$ cat src/rtl/blk66_pkg.sv
package blk66_pkg;
  localparam int LANES   = 8;
  localparam int OCT_W   = 8;
  localparam int CODE_W  = 7;
  localparam int TYPE_W  = 8;
  localparam int BODY_W  = LANES * OCT_W;
  localparam int LANE_IW = $clog2(LANES);
  localparam int START_HI_LANE = LANES / 2;

  localparam logic [OCT_W-1:0] CH_ERR   = 8'hFE;
  localparam logic [OCT_W-1:0] CH_START = 8'hFB;
  localparam logic [OCT_W-1:0] CH_TERM  = 8'hFD;

  typedef enum logic [2:0] {
    BK_DATA, BK_CTRL, BK_START, BK_TERM, BK_BAD
  } blk_kind_t;

  // {legal, character}
  function automatic logic [OCT_W:0] code_to_char(input logic [CODE_W-1:0] c);
    case (c)
      7'h00:   return {1'b1, 8'h07};
      7'h1e:   return {1'b1, 8'hFE};
      7'h2d:   return {1'b1, 8'h1C};
      7'h33:   return {1'b1, 8'h3C};
      7'h4b:   return {1'b1, 8'h7C};
      7'h55:   return {1'b1, 8'h9C};
      7'h66:   return {1'b1, 8'hBC};
      7'h78:   return {1'b1, 8'hDC};
      default: return {1'b0, CH_ERR};
    endcase
  endfunction

  // {is_terminate, lane}
  function automatic logic [LANE_IW:0] term_lane(input logic [TYPE_W-1:0] t);
    case (t)
      8'h87:   return {1'b1, 3'd0};
      8'h99:   return {1'b1, 3'd1};
      8'haa:   return {1'b1, 3'd2};
      8'hb4:   return {1'b1, 3'd3};
      8'hcc:   return {1'b1, 3'd4};
      8'hd2:   return {1'b1, 3'd5};
      8'he1:   return {1'b1, 3'd6};
      8'hff:   return {1'b1, 3'd7};
      default: return '0;
    endcase
  endfunction
endpackage

$ cat src/rtl/blk66_classify.sv
module blk66_classify
  import blk66_pkg::*;
(
  input  logic [1:0]         hdr,
  input  logic [TYPE_W-1:0]  type_b,
  output blk_kind_t          kind,
  output logic [LANE_IW-1:0] tlane,
  output logic               start_hi
);
  logic [LANE_IW:0] tl;

  always_comb begin
    tl       = term_lane(type_b);
    tlane    = tl[LANE_IW-1:0];
    start_hi = 1'b0;
    kind     = BK_BAD;
    if (hdr == 2'b01) begin
      kind = BK_DATA;
    end else if (hdr == 2'b10) begin
      if (type_b == 8'h1e) begin
        kind = BK_CTRL;
      end else if (type_b == 8'h78) begin
        kind = BK_START;
      end else if (type_b == 8'h33) begin
        kind     = BK_START;
        start_hi = 1'b1;
      end else if (tl[LANE_IW]) begin
        kind = BK_TERM;
      end
    end
  end
endmodule

$ cat src/rtl/blk66_lanes.sv
module blk66_lanes
  import blk66_pkg::*;
(
  input  logic [BODY_W-1:0]  body,
  input  blk_kind_t          kind,
  input  logic [LANE_IW-1:0] tlane,
  input  logic               start_hi,
  output logic [BODY_W-1:0]  octets,
  output logic [LANES-1:0]   is_ctl
);
  for (genvar j = 0; j < LANES; j++) begin : g_lane
    localparam int CODE_LO = TYPE_W + CODE_W * j;
    logic [CODE_W-1:0] code;
    logic [OCT_W-1:0]  raw, shf, oct;
    logic [OCT_W:0]    cm;
    logic              ctl;

    assign code = body[CODE_LO +: CODE_W];
    assign raw  = body[OCT_W*j +: OCT_W];
    if (j < LANES - 1) begin : g_shf
      assign shf = body[TYPE_W + OCT_W*j +: OCT_W];
    end else begin : g_noshf
      assign shf = '0;
    end

    always_comb begin
      cm  = code_to_char(code);
      oct = CH_ERR;
      ctl = 1'b1;
      case (kind)
        BK_DATA: begin
          oct = raw;
          ctl = 1'b0;
        end
        BK_CTRL: oct = cm[OCT_W-1:0];
        BK_START: begin
          if (start_hi && j < START_HI_LANE) begin
            oct = cm[OCT_W-1:0];
          end else if ((start_hi && j == START_HI_LANE) || (!start_hi && j == 0)) begin
            oct = CH_START;
          end else begin
            oct = raw;
            ctl = 1'b0;
          end
        end
        BK_TERM: begin
          if (j < int'(tlane)) begin
            oct = shf;
            ctl = 1'b0;
          end else if (j == int'(tlane)) begin
            oct = CH_TERM;
          end else begin
            oct = cm[OCT_W-1:0];
          end
        end
        default: oct = CH_ERR;
      endcase
    end

    assign octets[OCT_W*j +: OCT_W] = oct;
    assign is_ctl[j]                = ctl;
  end
endmodule

$ cat src/rtl/blk66_track.sv
module blk66_track
  import blk66_pkg::*;
(
  input  logic      clk,
  input  logic      rst,
  input  logic      in_valid,
  input  blk_kind_t kind,
  output logic      err_word
);
  typedef enum logic {ST_IDLE, ST_PKT} trk_t;
  trk_t st, st_nxt;

  always_comb begin
    st_nxt   = st;
    err_word = 1'b0;
    case (kind)
      BK_DATA:  err_word = (st == ST_IDLE);
      BK_START: begin
        err_word = (st == ST_PKT);
        st_nxt   = ST_PKT;
      end
      BK_TERM: begin
        err_word = (st == ST_IDLE);
        st_nxt   = ST_IDLE;
      end
      BK_CTRL: begin
        err_word = (st == ST_PKT);
        st_nxt   = ST_IDLE;
      end
      default: err_word = 1'b1;
    endcase
    if (!in_valid) st_nxt = st;
  end

  always_ff @(posedge clk) begin
    if (rst) st <= ST_IDLE;
    else     st <= st_nxt;
  end
endmodule

$ cat src/rtl/blk66_decoder.sv
module blk66_decoder
  import blk66_pkg::*;
(
  input  logic              clk,
  input  logic              rst,
  input  logic              in_valid,
  input  logic [1:0]        in_hdr,
  input  logic [BODY_W-1:0] in_body,
  output logic              out_valid,
  output logic [BODY_W-1:0] out_octets,
  output logic [LANES-1:0]  out_is_ctl
);
  blk_kind_t          kind;
  logic [LANE_IW-1:0] tlane;
  logic               start_hi;
  logic [BODY_W-1:0]  lane_oct;
  logic [LANES-1:0]   lane_ctl;
  logic               err_word;

  blk66_classify u_cls (
    .hdr      (in_hdr),
    .type_b   (in_body[TYPE_W-1:0]),
    .kind     (kind),
    .tlane    (tlane),
    .start_hi (start_hi)
  );

  blk66_lanes u_lanes (
    .body     (in_body),
    .kind     (kind),
    .tlane    (tlane),
    .start_hi (start_hi),
    .octets   (lane_oct),
    .is_ctl   (lane_ctl)
  );

  blk66_track u_trk (
    .clk      (clk),
    .rst      (rst),
    .in_valid (in_valid),
    .kind     (kind),
    .err_word (err_word)
  );

  always_ff @(posedge clk) begin
    if (rst) begin
      out_valid  <= 1'b0;
      out_octets <= '0;
      out_is_ctl <= '0;
    end else begin
      out_valid <= in_valid;
      if (in_valid) begin
        out_octets <= err_word ? {LANES{CH_ERR}} : lane_oct;
        out_is_ctl <= err_word ? {LANES{1'b1}} : lane_ctl;
      end
    end
  end
endmodule

$ cat config.mk
export PLATFORM = sky130hd
export DESIGN_NAME = blk66_decoder
export DESIGN_NICKNAME = d
export VERILOG_FILES = /design/src/rtl/blk66_pkg.sv /design/src/rtl/blk66_classify.sv /design/src/rtl/blk66_lanes.sv /design/src/rtl/blk66_track.sv /design/src/rtl/blk66_decoder.sv
export SDC_FILE = /design/constraint.sdc
export NUM_CORES = 1
export LEC_CHECK = 0
export ABC_AREA = 0
export BUFFER_PORTS_ARGS = -buffer_cell sky130_fd_sc_hd__buf_2
export CORE_ASPECT_RATIO = 2
export CORE_MARGIN = 8
export CORE_UTILIZATION = 42
export CTS_BUF_LIST = sky130_fd_sc_hd__clkbuf_16
export CTS_CLUSTER_DIAMETER = 120
export DETAILED_ROUTE_END_ITERATION = 12
export PLACE_DENSITY = 0.75
export SLEW_MARGIN = 15
export SYNTH_ARGS = -nofsm -noshare
export SYNTH_HDL_FRONTEND = slang
export SYNTH_SLANG_ARGS = --single-unit
$ cat constraint.sdc
create_clock -name clk -period 3.61 [get_ports clk]
set_input_delay 0 -clock clk [delete_from_list [all_inputs] [get_ports clk]]
set_output_delay 0 -clock clk [all_outputs]
set_load 0.05 [all_outputs]
==> metrics.txt, run 1 <==
status finished clean; routed len/inst 21.8 um; initial antenna violation count 0; switch share 35.7%; Ant. Diodes 0; Core ar. 14,300 um^2; post-DP HPWL 18.2 mm; Max Root-Sink Buffers 2; Max IR drop VDD 0.217 mV; P_sw 872 uW; clock network fraction of total power 37.4%; slew margin rel. 29.7%; Final setup violation count 0; Final WS setup 0.700 ns; Final Hold Fails 0; startpoint types primary input; PortBufs 141; Synth warnings 0; area added between synthesis and finish 16.5%; most frequent cell after synthesis nor2_1; mapped cell area 6090 um^2; Slew Limit Fails 0; Cell Chain, Critical Path dlygate4sd3_1 -> buf_2 -> nand4_1 -> a21o_1 -> nand4_2 -> o21ai_4 -> nand2_2 -> a221oi_1 -> o21ai_0; internal cell power 1.57 mW; crit end category flip-flop; Required @ worst endpoint 3.84 ns; final core utilization 49.7%; max-cap violation count 0; period utilization 80.6%; Static Leak 2.71 nW; placed cell area 6760 um^2; Clock Pin Slew Worst Setup and Hold Paths 0.06 ns; Sink Count 74; prevailing post-synth register cell dfxtp_1; number of CTS-inserted buffers 9; share of synthesized flip-flops with an asynchronous set or reset 0%; min Tclk post-route 2.91 ns; Top delay family on crit path compound AO/OA/AOI/OAI gates; library cells used by synthesis 82; Synth Register Bits 74; Post-synth EDFFs 0; nets 986; via count 7,311; Synth top cells by count nor2_1, nand2_1, dfxtp_1, clkbuf_1, o21ai_0; Placed Cells 1,094; remaining antenna violation count 0; Place WS 0.782 ns; CP max-delay cell o21ai_4; Worst Path Arrival 3.14 ns; CTS root buffer clkbuf_16; Syn Inst Count 832; # IOs 142; DRT iter0 DRCs 630; Yosys top cell area share 24.3%; largest net degree at the start of global routing 75; Seq pwr share 36.8%; design area 7100 um^2; R2R Setup Slk 1.65 ns; # rows 62; Clock Skew 0.00545 ns; f_max 0.344 GHz; CP peak stage delay 0.86 ns; post-CTS sizing 0; CP Buf/Inv Count 2; die span in x 101 um; grt total ovfl 0; unrepaired setup endpoints after global routing false; routability cong. 0.955; worst min-delay path category primary input to flip-flop; Setup TNS 0 ns; synth top area cells dfxtp_1, nor2_1, nand2_1; vias in the first global route 7,244; syn_area_per_cell 7.32 um^2; Synth area leader dfxtp_1; Comb power frac 25.8%; # DRC 0; H-tree levels 3; Cell Pwr Density 345 nW/um^2; Finished Layout Cells 1,114; total routed wirelength 24.3 mm; Slew @ Worst Pin 1.05 ns; first-pass GRT wire length 37.0 mm; Setup CP Type primary input to flip-flop; Initial Util 42.7%; Skew-Pair Late Insertion Delay 0.35 ns; Post-Syn Nets 901; gr usage total 25.0%; WHS 0.00175 ns; total power 2.45 mW; Die H 186 um; vias per std cell 6.56; crit path max fanout 31; share of cells above drive strength 1 21.4%; CTS tree done; Die Footprint 18,800 um^2; First-pass DRT Iterations 5; sequential fraction of the synthesis area 24.3%
-- cell families after synthesis --
group	Yosys count	synth area share, %
flip-flops	74	24.3
buffers and inverters	100	6.99
AO/OA/AOI/OAI	294	36.2
AND/OR/NAND/NOR	364	32.5
-- power groups by stage --
stage	clock network [mW]	logic (mW)	registers, mW
5_1_grt	0.940	0.669	0.906
6_report	0.915	0.630	0.901
4_1_cts	0.912	0.624	0.900
2_1_floorplan	0	0.250	1.09
3_5_place_dp	0	0.619	0.918
3_3_place_gp	0	0.611	0.918
-- layout by cell type (no fill, tap or decap), types with 10 or more instances in the layout --
| cell | count |
|---|---|
| nor3_1 | 11 |
| nand4_1 | 13 |
| o21ai_0 | 55 |
| nand2_1 | 87 |
| o21ai_1 | 10 |
| nor4bb_1 | 26 |
| a31oi_1 | 13 |
| nand2b_1 | 18 |
| inv_1 | 21 |
| a21oi_1 | 24 |
| dfxtp_1 | 74 |
| nor2b_1 | 14 |
| nor4_1 | 16 |
| buf_2 | 141 |
| a211oi_1 | 25 |
| nor2_1 | 109 |
| a221oi_1 | 10 |
| a311oi_1 | 34 |
-- sequential cells by signal (all words and copies together) (netlist names) --
name,flops
out_octets,64
out_is_ctl,8
out_valid,1
u_trk.st,1
-- worst register-to-register path, stage by stage, from the launching register on --
cell,delay [ns]
dfxtp_1,0.42
nand3b_1,0.13
o22ai_1,0.13
a31oi_4,0.63
nor2_1,0.27
a311oi_1,0.29
-- final cells by class --
cell class	count	area (um^2)
Fill cell	1526	7180
Multi-Input combinational cell	658	4190
Sequential cell	74	1480
Timing Repair Buffer	154	813
Tap cell	192	240
Clock buffer	9	225
Inverter	20	75.1
Clock inverter	7	70.1
-- worst paths after layout --
path | startpoint | end | depth (start not counted)
max reg2reg | u_trk.st | out_octets[50] | 5
min | in_body[11] | out_octets[11] | 3
min reg2reg | out_octets[40] | out_octets[40] | 2
max | in_body[7] | out_octets[56] | 9
-- per-layer routing --
metal  track usage (%)  vias to the layer above  routed length (um)
met4              21.7                        0                1910
met3              4.18                      120                1760
li1                  -                     3362                   -
met2              45.1                      413               12600
met5                 0                        -                   0
met1              23.9                     3416                8050
-- what timing repair did --
| action | 4_1_cts | 5_1_grt |
|---|---|---|
| setup endpoints to repair | 0 | 0 |
| buffers inserted | 0 | 0 |
| hold buffers | 4 | 0 |
| endpoints found under the hold margin | 4 | 0 |
No activity file was read; power rests on OpenSTA's default activity.
==> inputs of run 2 (changes only) <==
- ABC_AREA: 0 -> 1
- PLACE_DENSITY: 0.75 -> 0.74
- clock period: 3.61 -> 2.85 ns (I/O delays scaled with it)
==> metrics.txt, run 2 <==
unrepaired setup endpoints after global routing false; Cell Chain, Critical Path buf_2 -> nand2_1 -> nor2_1 -> nand2_2 -> nand2_4 -> nor2_8 -> nand2_4 -> nor2_4 -> nand3_4 -> inv_1 -> nand2_1 -> nor3b_1 -> buf_4 -> a21oi_1; mapped cell area 6380 um^2 (+4.8%); # DRC 0 (unchanged); Max IR drop VDD 0.359 mV (+65%); switch share 38.3% (+2.7 points); Ant. Diodes 0 (unchanged); Sink Count 74 (unchanged); Top delay family on crit path simple AND/OR/NAND/NOR gates; f_max 0.468 GHz; Syn Inst Count 1,158 (+39%); Yosys top cell area share 23.2% (-1.1 points); Final Hold Fails 0 (unchanged); total routed wirelength 28.1 mm (+16%); # rows 64 (+3.2%); First-pass DRT Iterations 5 (unchanged); WHS 0.0347 ns (+0.0329 ns); post-CTS sizing 0 (unchanged); Slew Limit Fails 0 (unchanged); syn_area_per_cell 5.51 um^2 (-25%); Initial Util 42.4% (-0.27 points); number of flip-flops under the largest register name 64 (unchanged); Largest regs out_octets x64, out_is_ctl x8; hold path startpoint in_body[14]; post-DP HPWL 21.9 mm (+20%); Setup CP Type primary input to flip-flop; RR Startpoint u_trk.st; crit end category flip-flop; Synth Register Bits 74 (unchanged); PortBufs 141 (unchanged); P_sw 1.26 mW (+45%); most frequent cells in the layout nand2_1, nor2_1, inv_1; Worst Path Arrival 2.42 ns (-0.72 ns); Post-CTS Hold Fix Bufs 0 (-4); Post-synth EDFFs 0 (unchanged); Place WS 0.387 ns (-0.395 ns); WHS Endpoint out_octets[14]; CP peak stage delay 0.49 ns (-0.37 ns); FF/Latch Area 1480 um^2 (unchanged); synth top area cells dfxtp_1, nand2_1, nor2_1; Biggest register out_octets; commonest non-fill, non-tap cell in the layout nand2_1; Setup TNS 0 ns (unchanged); prevailing post-synth register cell dfxtp_1; crit path max fanout 13 (-58%); largest net degree at the start of global routing 77 (+2.7%); first-pass GRT wire length 43.2 mm (+17%); total power 3.29 mW (+35%); min Tclk post-route 2.14 ns; sequential fraction of the synthesis area 23.2% (-1.1 points); status finished clean; Die H 190 um (+2.2%); Clock Pin Slew Worst Setup and Hold Paths 0.06 ns (about the same); CP max-delay cell inv_1; startpoint types primary input; CTS root buffer clkbuf_16; placed cell area 7340 um^2 (+8.5%); area added between synthesis and finish 19.8%; number of CTS-inserted buffers 9 (unchanged); Post-Syn Nets 1,227 (+36%); CTS tree done; most frequent cell after synthesis nand2_1; Die Footprint 19,600 um^2 (+4.2%); routability cong. 1.00 (+5.2%); Synth top cells by count nand2_1, nor2_1, inv_1, o21ai_0, nand3_1; Synth area leader dfxtp_1; remaining antenna violation count 0 (unchanged); Synth warnings 0 (unchanged); vias in the first global route 8,224 (+14%); via count 8,565 (+17%); routed len/inst 18.8 um (-14%); library cells used by synthesis 41 (-50%); area of the multi-input gates 4150 um^2 (-1.1%); gr usage total 28.6% (+3.6 points); Max Root-Sink Buffers 2 (unchanged); Worst R2R End out_octets[10]; Comb power frac 27.9% (+2.1 points); # IOs 142 (unchanged); max-cap violation count 0 (unchanged); Seq pwr share 34.9% (-1.9 points); R2R Setup Slk 1.41 ns (-0.24 ns); period utilization 75.0%; vias per std cell 5.72 (-13%); Cell Pwr Density 430 nW/um^2 (+25%); slew margin rel. 44.8% (+15 points); Final WS setup 0.713 ns (+0.0131 ns); Slew @ Worst Pin 0.827 ns (-0.219 ns); nets 1,363 (+38%); R2R depth 7 (+2); Final setup violation count 0 (unchanged); postcts setup bufs 0 (unchanged); fillers 1,702 (+12%); share of synthesized flip-flops with an asynchronous set or reset 0% (unchanged); Core ar. 15,100 um^2 (+5.5%); design area 7650 um^2 (+7.8%); Worst Hold Path Cells 5 (+2); Static Leak 4.12 nW (+52%); internal cell power 2.03 mW (+29%); die span in x 103 um (+2.0%); share of cells above drive strength 1 16.3% (-5.0 points); grt total ovfl 0 (unchanged); Required @ worst endpoint 3.13 ns (-0.71 ns); initial antenna violation count 0 (unchanged); DRT iter0 DRCs 658 (+4.4%); Skew-Pair Late Insertion Delay 0.35 ns (about the same); H-tree levels 3 (unchanged); CP Buf/Inv Count 3 (+1); Clock Skew 0.00701 ns (+0.00156 ns); clock network fraction of total power 37.2% (-0.2 points); worst min-delay path category primary input to flip-flop
[run 2: cell count changes after synthesis, sizes merged, moves of 25 or more]
cell | previous run | this run
a211oi | 25 | 0
a311oi | 34 | 0
clkbuf | 64 | 24
inv | 20 | 150
nand2 | 88 | 276
nand3 | 5 | 99
nor2 | 113 | 226
nor4bb | 26 | 0
o21ai | 67 | 114
[run 2: layout make-up]
type                            count  area share [%]
Clock buffer                        9            2.95
Timing Repair Buffer              164            11.7
Inverter                          152            7.48
Clock inverter                      7            1.10
Multi-Input combinational cell    893            54.2
Sequential cell                    74            19.4
Tap cell                          198            3.24
[run 2: routing by layer]
metal / global-route usage (%) / part of all wire [%] / vias to the layer above
li1: - / - / 4066
met1: 30.6 / 36 / 3902
met2: 48.7 / 49 / 470
met3: 3.91 / 7.1 / 127
met4: 22.0 / 7.7 / 0
met5: 0 / 0 / -
[run 2: through the flow]
| step | instances | utilization, % |
|---|---|---|
| final | 1497 | 50.8 |
| after global routing | 1497 | 50.8 |
| after detailed placement | 1481 | 48.7 |
| after global placement | 1481 | 48.7 |
| after floorplan | 1158 | - |
| after CTS | 1497 | 50.8 |
[run 2: worst max-delay path by stage]
stage,start,to,slack [ns],cells past startpoint
floorplan,in_body[6],out_octets[51],1.19,15
global placement,in_body[6],out_is_ctl[7],0.48,15
detailed placement,in_body[6],out_octets[55],0.39,14
CTS,in_body[6],out_octets[55],0.74,14
global route,in_body[6],out_octets[55],0.50,14
finish,in_body[6],out_octets[55],0.71,14
[run 2: logic make-up after synthesis]
logic type             synth area share, %
DFF                                   23.2
buffers and inverters                 11.8
and+or+nand+nor                       46.9
AOI/OAI and AO/OA                     18.1
[run 2: worst min-delay path, cell delays in order]
cell	delay, ns
buf_2	0.10
nand2_1	0.05
nand3_1	0.09
nor2_1	0.05
nor2_1	0.07
[run 2: power groups by stage]
stage,sequential [mW],clock (mW),combinational [mW]
floorplan,1.42,0,0.338
global placement,1.17,0,0.906
detailed placement,1.17,0,0.909
CTS,1.15,1.23,0.912
global route,1.16,1.27,0.988
finish,1.15,1.22,0.919
